[src/rtl/cc_timer_pkg.sv]
package cc_timer_pkg;
  typedef enum logic [1:0] {
    REG_CNT = 2'd0,
    REG_GEN = 2'd1,
    REG_BUF = 2'd2,
    REG_CTL = 2'd3
  } reg_addr_e;

  // bit0 cap_mode, bit1 buf_en, bit2 ext_clk
  typedef struct packed {
    logic ext_clk;
    logic buf_en;
    logic cap_mode;
  } ctl_t;

  localparam int CTL_W = 3;
endpackage

[src/rtl/cc_sync_edge.sv]
module cc_sync_edge #(
  parameter int STAGES = 2
) (
  input  logic clk_i,
  input  logic rst_ni,
  input  logic in_i,
  output logic rise_o
);
  logic [STAGES-1:0] sync_q;
  logic              prev_q;

  generate
    for (genvar i = 0; i < STAGES; i++) begin : g_stage
      if (i == 0) begin : g_first
        always_ff @(posedge clk_i or negedge rst_ni) begin
          if (!rst_ni) sync_q[0] <= 1'b0;
          else         sync_q[0] <= in_i;
        end
      end else begin : g_next
        always_ff @(posedge clk_i or negedge rst_ni) begin
          if (!rst_ni) sync_q[i] <= 1'b0;
          else         sync_q[i] <= sync_q[i-1];
        end
      end
    end
  endgenerate

  always_ff @(posedge clk_i or negedge rst_ni) begin
    if (!rst_ni) prev_q <= 1'b0;
    else         prev_q <= sync_q[STAGES-1];
  end

  assign rise_o = sync_q[STAGES-1] & ~prev_q;

  AST_RISE_SINGLE: assert property (@(posedge clk_i) disable iff (!rst_ni)
    rise_o |=> !rise_o);
endmodule

[src/rtl/cc_counter.sv]
module cc_counter #(
  parameter int W = 16
) (
  input  logic         clk_i,
  input  logic         rst_ni,
  input  logic         wr_i,
  input  logic [W-1:0] wdata_i,
  input  logic         tick_i,
  output logic [W-1:0] cnt_o
);
  logic [W-1:0] cnt_q, cnt_d;

  always_comb begin
    cnt_d = cnt_q;
    if (wr_i)        cnt_d = wdata_i;
    else if (tick_i) cnt_d = cnt_q + W'(1);
  end

  always_ff @(posedge clk_i or negedge rst_ni) begin
    if (!rst_ni) cnt_q <= '0;
    else         cnt_q <= cnt_d;
  end

  assign cnt_o = cnt_q;

  AST_CNT_INC: assert property (@(posedge clk_i) disable iff (!rst_ni)
    (tick_i && !wr_i) |=> cnt_q == W'($past(cnt_q) + 1'b1));
  AST_CNT_HOLD: assert property (@(posedge clk_i) disable iff (!rst_ni)
    (!tick_i && !wr_i) |=> $stable(cnt_q));
  AST_CNT_WR_WINS: assert property (@(posedge clk_i) disable iff (!rst_ni)
    wr_i |=> cnt_q == $past(wdata_i));
endmodule

[src/rtl/cc_gen_buf.sv]
module cc_gen_buf #(
  parameter int W = 16
) (
  input  logic         clk_i,
  input  logic         rst_ni,
  input  logic         gen_wr_i,
  input  logic         buf_wr_i,
  input  logic [W-1:0] wdata_i,
  input  logic         buf_en_i,
  input  logic         cmp_load_i,
  input  logic         cap_evt_i,
  input  logic [W-1:0] cnt_i,
  output logic [W-1:0] gen_o,
  output logic [W-1:0] buf_o
);
  logic [W-1:0] gen_q, gen_d;
  logic [W-1:0] buf_q, buf_d;

  always_comb begin
    gen_d = gen_q;
    if (gen_wr_i)                    gen_d = wdata_i;
    else if (cap_evt_i)              gen_d = cnt_i;
    else if (cmp_load_i && buf_en_i) gen_d = buf_q;
  end

  always_comb begin
    buf_d = buf_q;
    if (buf_wr_i)                   buf_d = wdata_i;
    else if (cap_evt_i && buf_en_i) buf_d = gen_q;
  end

  always_ff @(posedge clk_i or negedge rst_ni) begin
    if (!rst_ni) begin
      gen_q <= '0;
      buf_q <= '0;
    end else begin
      gen_q <= gen_d;
      buf_q <= buf_d;
    end
  end

  assign gen_o = gen_q;
  assign buf_o = buf_q;

  AST_BUF_HW_IDLE: assert property (@(posedge clk_i) disable iff (!rst_ni)
    (!buf_en_i && !buf_wr_i) |=> $stable(buf_q));
  AST_GEN_NO_PRELOAD: assert property (@(posedge clk_i) disable iff (!rst_ni)
    (!buf_en_i && !gen_wr_i && !cap_evt_i) |=> $stable(gen_q));
  AST_CAP_PUSH: assert property (@(posedge clk_i) disable iff (!rst_ni)
    (cap_evt_i && buf_en_i && !gen_wr_i && !buf_wr_i)
      |=> (gen_q == $past(cnt_i)) && (buf_q == $past(gen_q)));
  AST_CMP_PRELOAD: assert property (@(posedge clk_i) disable iff (!rst_ni)
    (cmp_load_i && buf_en_i && !cap_evt_i && !gen_wr_i) |=> gen_q == $past(buf_q));
  AST_GEN_SW_WINS: assert property (@(posedge clk_i) disable iff (!rst_ni)
    gen_wr_i |=> gen_q == $past(wdata_i));
endmodule

[src/rtl/cc_timer_chan.sv]
module cc_timer_chan
  import cc_timer_pkg::*;
#(
  parameter int CNT_W       = 16,
  parameter int SYNC_STAGES = 2
) (
  input  logic             clk_i,
  input  logic             rst_ni,
  input  logic             wr_en_i,
  input  logic [1:0]       addr_i,
  input  logic [CNT_W-1:0] wdata_i,
  output logic [CNT_W-1:0] rdata_o,
  input  logic             cnt_en_i,
  input  logic             ext_evt_i,
  input  logic             cap_i,
  output logic             match_o
);
  localparam int PAD_W = CNT_W - CTL_W;

  ctl_t             ctl_q;
  logic [CNT_W-1:0] cnt_q, gen_q, buf_q;
  logic             ext_rise, cap_rise;
  logic             tick, cnt_wr, gen_wr, buf_wr, ctl_wr;
  logic             hit, cap_evt, match_q;

  assign cnt_wr = wr_en_i && (reg_addr_e'(addr_i) == REG_CNT);
  assign gen_wr = wr_en_i && (reg_addr_e'(addr_i) == REG_GEN);
  assign buf_wr = wr_en_i && (reg_addr_e'(addr_i) == REG_BUF);
  assign ctl_wr = wr_en_i && (reg_addr_e'(addr_i) == REG_CTL);

  always_ff @(posedge clk_i or negedge rst_ni) begin
    if (!rst_ni)     ctl_q <= '0;
    else if (ctl_wr) ctl_q <= ctl_t'(wdata_i[CTL_W-1:0]);
  end

  cc_sync_edge #(.STAGES(SYNC_STAGES)) u_ext_sync (
    .clk_i  (clk_i),
    .rst_ni (rst_ni),
    .in_i   (ext_evt_i),
    .rise_o (ext_rise)
  );

  cc_sync_edge #(.STAGES(SYNC_STAGES)) u_cap_sync (
    .clk_i  (clk_i),
    .rst_ni (rst_ni),
    .in_i   (cap_i),
    .rise_o (cap_rise)
  );

  assign tick    = ctl_q.ext_clk ? ext_rise : cnt_en_i;
  assign hit     = !ctl_q.cap_mode && tick && (cnt_q == gen_q);
  assign cap_evt = ctl_q.cap_mode && cap_rise;

  cc_counter #(.W(CNT_W)) u_cnt (
    .clk_i   (clk_i),
    .rst_ni  (rst_ni),
    .wr_i    (cnt_wr),
    .wdata_i (wdata_i),
    .tick_i  (tick),
    .cnt_o   (cnt_q)
  );

  cc_gen_buf #(.W(CNT_W)) u_regs (
    .clk_i      (clk_i),
    .rst_ni     (rst_ni),
    .gen_wr_i   (gen_wr),
    .buf_wr_i   (buf_wr),
    .wdata_i    (wdata_i),
    .buf_en_i   (ctl_q.buf_en),
    .cmp_load_i (hit),
    .cap_evt_i  (cap_evt),
    .cnt_i      (cnt_q),
    .gen_o      (gen_q),
    .buf_o      (buf_q)
  );

  always_ff @(posedge clk_i or negedge rst_ni) begin
    if (!rst_ni) match_q <= 1'b0;
    else         match_q <= hit;
  end
  assign match_o = match_q;

  always_comb begin
    unique case (reg_addr_e'(addr_i))
      REG_CNT: rdata_o = cnt_q;
      REG_GEN: rdata_o = gen_q;
      REG_BUF: rdata_o = buf_q;
      default: rdata_o = {{PAD_W{1'b0}}, ctl_q};
    endcase
  end

  AST_NO_MATCH_CAP: assert property (@(posedge clk_i) disable iff (!rst_ni)
    $past(ctl_q.cap_mode) |-> !match_o);
  AST_MATCH_ADV: assert property (@(posedge clk_i) disable iff (!rst_ni)
    (match_o && !$past(cnt_wr)) |-> cnt_q == CNT_W'($past(gen_q) + 1'b1));
  AST_CAP_NEEDS_EDGE: assert property (@(posedge clk_i) disable iff (!rst_ni)
    (ctl_q.cap_mode && !cap_rise && !gen_wr) |=> $stable(gen_q));
endmodule

[config.mk]
export PLATFORM = sky130hd
export DESIGN_NAME = cc_timer_chan
export DESIGN_NICKNAME = d
export VERILOG_FILES = /design/src/rtl/cc_timer_pkg.sv /design/src/rtl/cc_sync_edge.sv /design/src/rtl/cc_counter.sv /design/src/rtl/cc_gen_buf.sv /design/src/rtl/cc_timer_chan.sv
export SDC_FILE = /design/constraint.sdc
export NUM_CORES = 1
export LEC_CHECK = 0
export BUFFER_PORTS_ARGS = -buffer_cell sky130_fd_sc_hd__buf_2
export CORE_MARGIN = 10
export CORE_UTILIZATION = 30
export CTS_CLUSTER_SIZE = 14
export DETAILED_ROUTE_END_ITERATION = 6
export PLACE_DENSITY = 0.54
export SYNTH_ARGS = -nofsm -noshare
export SYNTH_HDL_FRONTEND = slang
export SYNTH_SLANG_ARGS = --single-unit
[constraint.sdc]
create_clock -name clk_i -period 3.5 [get_ports clk_i]
set_clock_uncertainty 0.1 [all_clocks]
set_input_delay 0.525 -clock clk_i [delete_from_list [all_inputs] [get_ports clk_i]]
set_output_delay 0.525 -clock clk_i [all_outputs]
set_load 0.005 [all_outputs]
==> impl_metrics.tcl, run 1 <==
set metrics [dict create \
    gp_congestion 0.772 \
    synth_edf_count 0 \
    overflow 0 \
    grt_use_total_pct 12.0 \
    crit_arrival_ns 2.65 \
    first_global_vias 2821 \
    remaining_drc_errors 0 \
    row_count 39 \
    min_path_type "input pin to asynchronous set/reset pin" \
    fin_crit_ns 2.54 \
    die_w_um 128 \
    dieArea_um2 16300 \
    clk_latency_ns 0.32 \
    core_area_um2 11400 \
    seq_area_um2 1450 \
    synth-seq-cells 58 \
    combPwrFrac_pct 28.7 \
    vdd_ir_drop_max_mv 0.289 \
    relSlewSlack_pct 36.7 \
    areaGrowthSynthToFinish_pct 19.4 \
    clock_path_buffers 2 \
    num_vias 2630 \
    p_seq_share_pct 39.8 \
    p_leak_nw 1.84 \
    layout_commonest_cell "nand2_1" \
    start_util_pct 30.5 \
    fillers 1146 \
    syn_area_per_cell_um2 9.77 \
    firstDrtPassIters 4 \
    timing.hold.ws_ns 0.0247 \
    yosysWarnings 0 \
    syn-cell-area_um2 3470 \
    tightest_slew_ns 0.948 \
    startpoint_type "flop" \
    dp_hpwl_mm 6.71 \
    period_share_pct 72.5 \
    endpoint_kind "flop" \
    cp_max_fo 10 \
    netSwitchingPower_uw 998 \
    cts_buffers 9 \
    crit_type "flop to flop" \
    grt_start_max_net_pins 42 \
    synth.distinct_cells 33 \
    final_cell_mix "nand2_1, o21ai_0, dfrtp_1, mux2i_1, buf_2" \
    nets 417 \
    htreeDepth 3 \
    cp.required_ns 3.61 \
    synth_fp_nets 380 \
    wl_mm 9.53 \
    die_h_um 128 \
    ctsResizeCount 0 \
    slew_viol_final 0 \
    setup_viol 0 \
    cts_root_buf "clkbuf_16" \
    wl_per_cell_um 17.7 \
    drive_gt1_share_pct 24.2 \
    drv_cap 0 \
    p_int_mw 2.01 \
    cts_setup_buffers 0 \
    antenna_left 0 \
    boundaryPins 41 \
    multi_input_area_um2 1890 \
    vias_per_cell 4.87 \
    async_flop_share_pct 100 \
    clkPwrFrac_pct 31.5 \
    grt_first_pass_wirelength_mm 15.5 \
    rsz0062_at_grt "no" \
    cts_tree "done" \
    ys_seq_area_share_pct 41.8 \
    antenna_found_initial 0 \
    powerDensity_nw_per_um2 725 \
    yosys.area.top_type "dfrtp_1" \
    syn_inst 355 \
    cts.sinks 58 \
    diodes 0 \
    switching_share_pct 33.2 \
    dr.first_iter.drc_count 122 \
    outcome "finished clean" \
    hold_violations 0 \
    fmax_ghz 0.394 \
    tns_ns 0 \
    yosys.area.top_type_share_pct 41.8 \
    clk_pin_slew_ns 0.05 \
    port_buffers 40 \
    synth.area.top_cells "dfrtp_1, mux2i_1, o21ai_0" \
    holdBufCountCts 0 \
    synthFlopType "dfrtp_1" \
]
[power by group through the flow]
stage	logic (mW)	registers (mW)	clock network [mW]
5_1_grt	0.977	1.24	0.996
6_report	0.862	1.20	0.946
3_3_place_gp	0.860	1.19	0
4_1_cts	0.881	1.20	0.961
2_1_floorplan	0.676	1.10	0
3_5_place_dp	0.871	1.21	0
[metrics by stage]
| step | power [mW] | area [um^2] | instances | utilization, % | setup WS, ns |
|---|---|---|---|---|---|
| 2_1_floorplan | 1.77 | 3470 | 355 | - | 1.27 |
| 3_3_place_gp | 2.05 | 3820 | 524 | 33.6 | 0.938 |
| 3_5_place_dp | 2.08 | 3820 | 524 | 33.6 | 0.909 |
| 4_1_cts | 3.04 | 4140 | 540 | 36.4 | 0.957 |
| 5_1_grt | 3.21 | 4140 | 540 | 36.4 | 0.840 |
| 6_report | 3.00 | 4140 | 540 | 36.4 | 0.963 |
[cell families (layout without fill, tap and decap cells)]
group	after synthesis	after routing	synth area share (%)
simple gates	102	102	13.1
mux	68	68	22.5
compound gates	65	65	10.1
flops	58	58	41.8
xor+xnor	31	31	8.04
buf+inv	30	72	4.15
fa+ha+maj	1	1	0.361
[state kept, by name (all words and copies together), names as in the netlist]
name	flops
ctl_q	3
match_o	1
u_cap_sync.prev_q	1
u_cap_sync.sync_q	2
u_cnt.cnt_o	16
u_ext_sync.prev_q	1
u_ext_sync.sync_q	2
u_regs.buf_o	16
u_regs.gen_o	16
[area by class of cell]
| type | count | area share [%] |
|---|---|---|
| sequential | 58 | 35.0 |
| tap | 143 | 4.32 |
| timing repair buffer | 52 | 7.01 |
| clock inverter | 5 | 1.87 |
| clock buffer | 11 | 5.86 |
| multi-input combinational | 267 | 45.5 |
| inverter | 4 | 0.363 |
[critical path: stages (launching register included)]
cell,delay [ns]
dfrtp_1,0.45
xor2_2,0.18
nor4_2,0.25
nand4_1,0.21
o31ai_4,0.54
buf_4,0.32
mux2_2,0.36
[layer usage]
layer / share of wire, % / GRT usage (%) / up-vias
li1: - / - / 1301
met1: 47 / 15.4 / 1263
met2: 47 / 19.0 / 58
met3: 4.7 / 3.68 / 8
met4: 1.1 / 3.28 / 0
met5: 0 / 0 / -
[worst paths after layout]
kind	from	endpoint	slack (ns)	depth (start not counted)
worst max-delay path	u_cnt.cnt_o[12]$_DFFE_PN0P_	u_regs.gen_o[11]$_DFFE_PN0P_	0.96	6
worst min-delay path	rst_ni	u_regs.buf_o[10]$_DFFE_PN0P_	0.02	1
worst max register to register	u_cnt.cnt_o[12]$_DFFE_PN0P_	u_regs.gen_o[11]$_DFFE_PN0P_	0.96	6
worst min register to register	u_ext_sync.sync_q[0]$_DFF_PN0_	u_ext_sync.sync_q[1]$_DFF_PN0_	0.25	0
max in group asynchronous	rst_ni	u_regs.buf_o[3]$_DFFE_PN0P_	2.38	2
min in group clk_i	ext_evt_i	u_ext_sync.sync_q[0]$_DFF_PN0_	0.20	1
[cells in the mapped netlist, types with 2 or more instances]
library cell / n
mux4_2: 3
dfrtp_1: 58
nor2b_1: 2
o21ai_0: 61
nand4_1: 4
xnor2_1: 19
and3b_1: 2
mux2_2: 9
nor4_1: 3
clkbuf_1: 17
nand3_1: 5
xor2_1: 11
mux2_4: 10
inv_1: 4
nand2_1: 67
nor3_1: 6
buf_2: 6
nor2_1: 8
mux2i_1: 46
(Power assumes the default switching activity.)
==> inputs of run 2 (changes only) <==
==> constraint.sdc (replaced) <==
create_clock -name clk_i -period 2.58 [get_ports clk_i]
set_clock_uncertainty 0.1 [all_clocks]
set_input_delay 0.387 -clock clk_i [delete_from_list [all_inputs] [get_ports clk_i]]
set_output_delay 0.387 -clock clk_i [all_outputs]
set_load 0.005 [all_outputs]
==> run 2 against run 1 <==
Critical path depth did not move. Clock power rose by 25%. Setup slack got worse by 0.72 ns. Power rose by 34%. Sequential share of layout area fell by 0.52 points. Critical path type unchanged. Register-to-register slack got worse by 0.72 ns. Global-route usage rose by 0.73 points. Maximum frequency rose by 8.7%. Core utilization rose by 0.55 points.
==> impl_metrics.tcl, run 2 (synthesis results as in run 1) <==
set metrics [dict create \
    crit_type "flop to flop" \
    crit_arrival_ns 2.44 \
    remaining_drc_errors 0 \
    p_total_mw 4.02 \
    final_util_pct 37.0 \
    cts_buffers 9 \
    slew_viol_final 0 \
    startpoint_type "flop" \
    tns_ns 0 \
    layout_commonest_cell "nand2_1" \
    num_vias 2702 \
    first_global_vias 2927 \
    antenna_left 0 \
    numPlacedInstances 531 \
    cts_root_buf "clkbuf_16" \
    grt_first_pass_wirelength_mm 16.4 \
    cts_tree "done" \
    p_leak_nw 1.86 \
    port_buffers 40 \
    clk_pin_slew_ns 0.05 \
    min_path_type "input pin to flop" \
    dp_hpwl_mm 7.10 \
    rsz0062_at_grt "no" \
    fin_crit_ns 2.33 \
    antenna_found_initial 0 \
    seq_area_um2 1450 \
    htreeDepth 3 \
    cp.required_ns 2.69 \
    firstDrtPassIters 4 \
    row_count 39 \
    diodes 0 \
    core_area_um2 11400 \
    endpoint_kind "flop" \
    hold_violations 0 \
    tightest_slew_ns 0.866 \
    die_w_um 128 \
    clock_path_buffers 2 \
    nets 425 \
    stdcell_count 548 \
    boundaryPins 41 \
    multi_input_area_um2 1890 \
    dr.first_iter.drc_count 160 \
    vdd_ir_drop_max_mv 0.396 \
    grt_start_max_net_pins 33 \
    final_cell_mix "nand2_1, o21ai_0, dfrtp_1, mux2i_1, buf_2" \
    timing.hold.ws_ns 0.0603 \
    drv_cap 0 \
    vias_per_cell 4.93 \
    start_util_pct 30.5 \
    setup_viol 0 \
    cts.sinks 58 \
    gp_congestion 0.766 \
    die_h_um 128 \
    powerDensity_nw_per_um2 955 \
    period_share_pct 90.4 \
    areaGrowthSynthToFinish_pct 21.2 \
    wl_per_cell_um 18.0 \
    drive_gt1_share_pct 25.7 \
    dieArea_um2 16300 \
    fillers 1139 \
    clk_latency_ns 0.33 \
    outcome "finished clean" \
    cp_max_fo 6 \
    overflow 0 \
    ctsResizeCount 0 \
    wl_mm 9.84 \
    relSlewSlack_pct 42.0 \
    fmax_ghz 0.429 \
    grt_use_total_pct 12.7 \
]
run 2: worst max-delay path, stage by stage (launching register included):
cell	delay, ns
dfrtp_1	0.46
xor2_2	0.18
nor4_2	0.24
nand4_1	0.22
o31ai_4	0.47
buf_4	0.25
mux2_4	0.31
run 2: area by class of cell:
type                       count  share of cell area [%]
clock buffer                   9                    5.36
clock inverter                 7                    1.67
inverter                       4                   0.357
multi-input combinational    267                    44.9
sequential                    58                    34.5
tap                          143                    4.26
timing repair buffer          60                    8.99
run 2: worst paths after layout:
kind / cells after the start / slack (ns) / start / endpoint
min in group asynchronous: 2 / 0.51 / rst_ni / u_cap_sync.sync_q[0]$_DFF_PN0_
max in group asynchronous: 3 / 1.04 / rst_ni / u_regs.buf_o[13]$_DFFE_PN0P_
setup / recovery: 6 / 0.25 / u_cnt.cnt_o[12]$_DFFE_PN0P_ / u_regs.gen_o[1]$_DFFE_PN0P_
hold / removal: 1 / 0.06 / ext_evt_i / u_ext_sync.sync_q[0]$_DFF_PN0_
setup reg to reg: 6 / 0.25 / u_cnt.cnt_o[12]$_DFFE_PN0P_ / u_regs.gen_o[1]$_DFFE_PN0P_
hold reg to reg: 0 / 0.25 / u_cap_sync.sync_q[0]$_DFF_PN0_ / u_cap_sync.sync_q[1]$_DFF_PN0_
run 2: where the power goes:
| part | switching, mW | total (mW) | internal (mW) | leakage, nW |
|---|---|---|---|---|
| clock network | 0.440 | 1.18 | 0.742 | 0.133 |
| logic | 0.559 | 1.21 | 0.653 | 0.996 |
| registers | 0.400 | 1.62 | 1.22 | 0.731 |
| total | 1.40 | 4.02 | 2.62 | 1.86 |
run 2: stage by stage:
step	worst slack, ns	area, um^2
6_report	0.247	4200
5_1_grt	0.0640	4200
4_1_cts	0.254	4200
3_5_place_dp	0.265	3900
3_3_place_gp	0.312	3900
2_1_floorplan	0.399	3470
run 2: routing by layer:
metal | vias up | share of wire [%] | global-route usage [%]
met4 | 0 | 1.4 | 4.02
met2 | 56 | 46 | 19.8
met5 | - | 0 | 0
li1 | 1322 | - | -
met1 | 1310 | 48 | 16.6
met3 | 14 | 4.7 | 3.68
run 2: repair_timing:
item | CTS | global route
setup buffers | 0 | 0
hold buffers | 1 | 0
endpoints found under the hold margin | 14 | 0
==> inputs of run 3 (changes only) <==
--- a/config.mk
+++ b/config.mk
@@ -11,6 +11,8 @@
 export CTS_CLUSTER_SIZE = 14
 export DETAILED_ROUTE_END_ITERATION = 6
 export PLACE_DENSITY = 0.54
+export SETUP_SLACK_MARGIN = 0.4
+export SLEW_MARGIN = 0
 export SYNTH_ARGS = -nofsm -noshare
 export SYNTH_HDL_FRONTEND = slang
 export SYNTH_SLANG_ARGS = --single-unit
==> run 3 against run 2 <==
Die area stayed put. Core utilization rose by 0.20 points. Cell area rose by 0.54%. Largest power group unchanged. Highest routed layer unchanged.
==> impl_metrics.tcl, run 3 (synthesis results as in run 1) <==
set metrics [dict create \
    clk_latency_ns 0.33 \
    row_count 39 \
    rsz0062_at_grt "yes" \
    firstDrtPassIters 7 \
    numPlacedInstances 529 \
    port_buffers 40 \
    core_area_um2 11400 \
    die_h_um 128 \
    dr.first_iter.drc_count 197 \
    fin_crit_ns 2.14 \
    slew_viol_final 0 \
    tightest_slew_ns 0.516 \
    diodes 0 \
    grt_use_total_pct 12.1 \
    rrSetupSlack_ns 0.44 \
    nets 427 \
    grt_use_met3_pct 2.52 \
    hold_start "ext_evt_i" \
    antenna_found_initial 0 \
    gp_congestion 0.778 \
    reg2reg_depth 6 \
    overflow 0 \
    start_util_pct 30.5 \
    cp_slowest_cell "dfrtp_2" \
    stdcell_count 550 \
    drv_cap 0 \
    boundaryPins 41 \
    relSlewSlack_pct 65.6 \
    num_vias 2741 \
    final_util_pct 37.2 \
    vdd_ir_drop_max_mv 0.343 \
    fmax_ghz 0.467 \
    fillers 1148 \
    crit_type "flop to flop" \
    cts_buffers 9 \
    met1_usage_pct 15.6 \
    grt_start_max_net_pins 33 \
    tns_ns 0 \
    areaGrowthSynthToFinish_pct 21.8 \
    crit_arrival_ns 2.25 \
    wl_per_cell_um 17.1 \
    vias_per_cell 4.98 \
    die_w_um 128 \
    cp_max_fo 6 \
    hold_path_depth 1 \
    period_share_pct 83.1 \
    timing.hold.ws_ns 0.0631 \
    dp_hpwl_mm 6.73 \
    cts_tree "done" \
    cp.required_ns 2.69 \
    htreeDepth 3 \
    dieArea_um2 16300 \
    final_cell_mix "nand2_1, o21ai_0, dfrtp_1, mux2i_1, buf_2" \
    cts.sinks 58 \
    r2r_start "u_regs.gen_o[12]$_DFFE_PN0P_" \
    endpoint_kind "flop" \
    grt_use_met2_pct 19.3 \
    min_path_type "input pin to flop" \
    slowest_delay_ns 0.43 \
    remaining_drc_errors 0 \
    powerDensity_nw_per_um2 951 \
    outcome "finished clean" \
    startpoint_type "flop" \
    clock_path_buffers 2 \
    grt_first_pass_wirelength_mm 15.7 \
    setup_viol 0 \
    min_to "u_ext_sync.sync_q[0]$_DFF_PN0_" \
    p_leak_nw 1.88 \
    hold_violations 0 \
    cts_root_buf "clkbuf_16" \
    layout_commonest_cell "nand2_1" \
    wl_mm 9.43 \
    crit_chain "xor2_2, nor4_2, nand4_1, o31ai_4, buf_6, mux2_2" \
    clk_pin_slew_ns 0.05 \
    first_global_vias 2871 \
    drive_gt1_share_pct 27.5 \
    rr_endpoint "u_regs.gen_o[9]$_DFFE_PN0P_" \
    antenna_left 0 \
    top_usage_layer "met2" \
]
run 3: what timing repair did:
action	in CTS	in global routing
gates resized for setup	1	12
gates cloned	0	1
hold buffers	1	0
buffers inserted	0	3
hold endpoints to repair	5	0
pin swaps	0	4
setup endpoints to repair	5	16
run 3: where the power goes:
group          internal (mW)  switching (mW)  total, mW
sequential              1.23           0.391       1.62
combinational          0.663           0.549       1.21
clock                  0.779           0.408       1.19
total                   2.67            1.35       4.02
run 3: how the worst max path moves through the flow:
stage                                      start                      endpoint  slack [ns]  cells past startpoint
finish              u_regs.gen_o[12]$_DFFE_PN0P_   u_regs.gen_o[9]$_DFFE_PN0P_        0.44                      6
global route        u_regs.gen_o[12]$_DFFE_PN0P_  u_regs.gen_o[13]$_DFFE_PN0P_        0.38                      6
CTS                  u_cnt.cnt_o[11]$_DFFE_PN0P_  u_regs.gen_o[14]$_DFFE_PN0P_        0.42                      6
detailed placement   u_cnt.cnt_o[11]$_DFFE_PN0P_  u_regs.gen_o[10]$_DFFE_PN0P_        0.38                      6
global placement     u_cnt.cnt_o[11]$_DFFE_PN0P_  u_regs.gen_o[12]$_DFFE_PN0P_        0.41                      6
floorplan            u_cnt.cnt_o[11]$_DFFE_PN0P_   u_regs.gen_o[0]$_DFFE_PN0P_        0.45                      7
run 3: worst max-delay path, delay by kind of cell (launching register included):
family          cells  cell delay, ns
flops               1            0.43
simple gates        2            0.43
compound gates      1            0.37
mux                 1            0.33
xor+xnor            1            0.18
buf+inv             1            0.18
run 3: per-stage QoR:
stage	worst slack (ns)	cell area (um^2)	total power, mW
after detailed placement	0.378	3860	2.82
after floorplan	0.445	3470	2.40
final	0.437	4230	4.02
after global routing	0.378	4230	4.33
after CTS	0.419	4180	4.03
after global placement	0.414	3860	2.79
run 3: layout make-up:
type	count	area [um^2]	share of cell area (%)
Clock buffer	15	298	7.05
Clock inverter	1	5.00	0.118
Inverter	4	15.0	0.355
Multi-Input combinational cell	267	1890	44.8
Sequential cell	58	1460	34.5
Tap cell	143	179	4.23
Timing Repair Buffer	62	379	8.97
run 3: routing by layer:
| metal | share of wire (%) | up-vias |
|---|---|---|
| li1 | - | 1324 |
| met1 | 48 | 1363 |
| met2 | 47 | 46 |
| met3 | 4.3 | 8 |
| met4 | 1.2 | 0 |
| met5 | 0 | - |
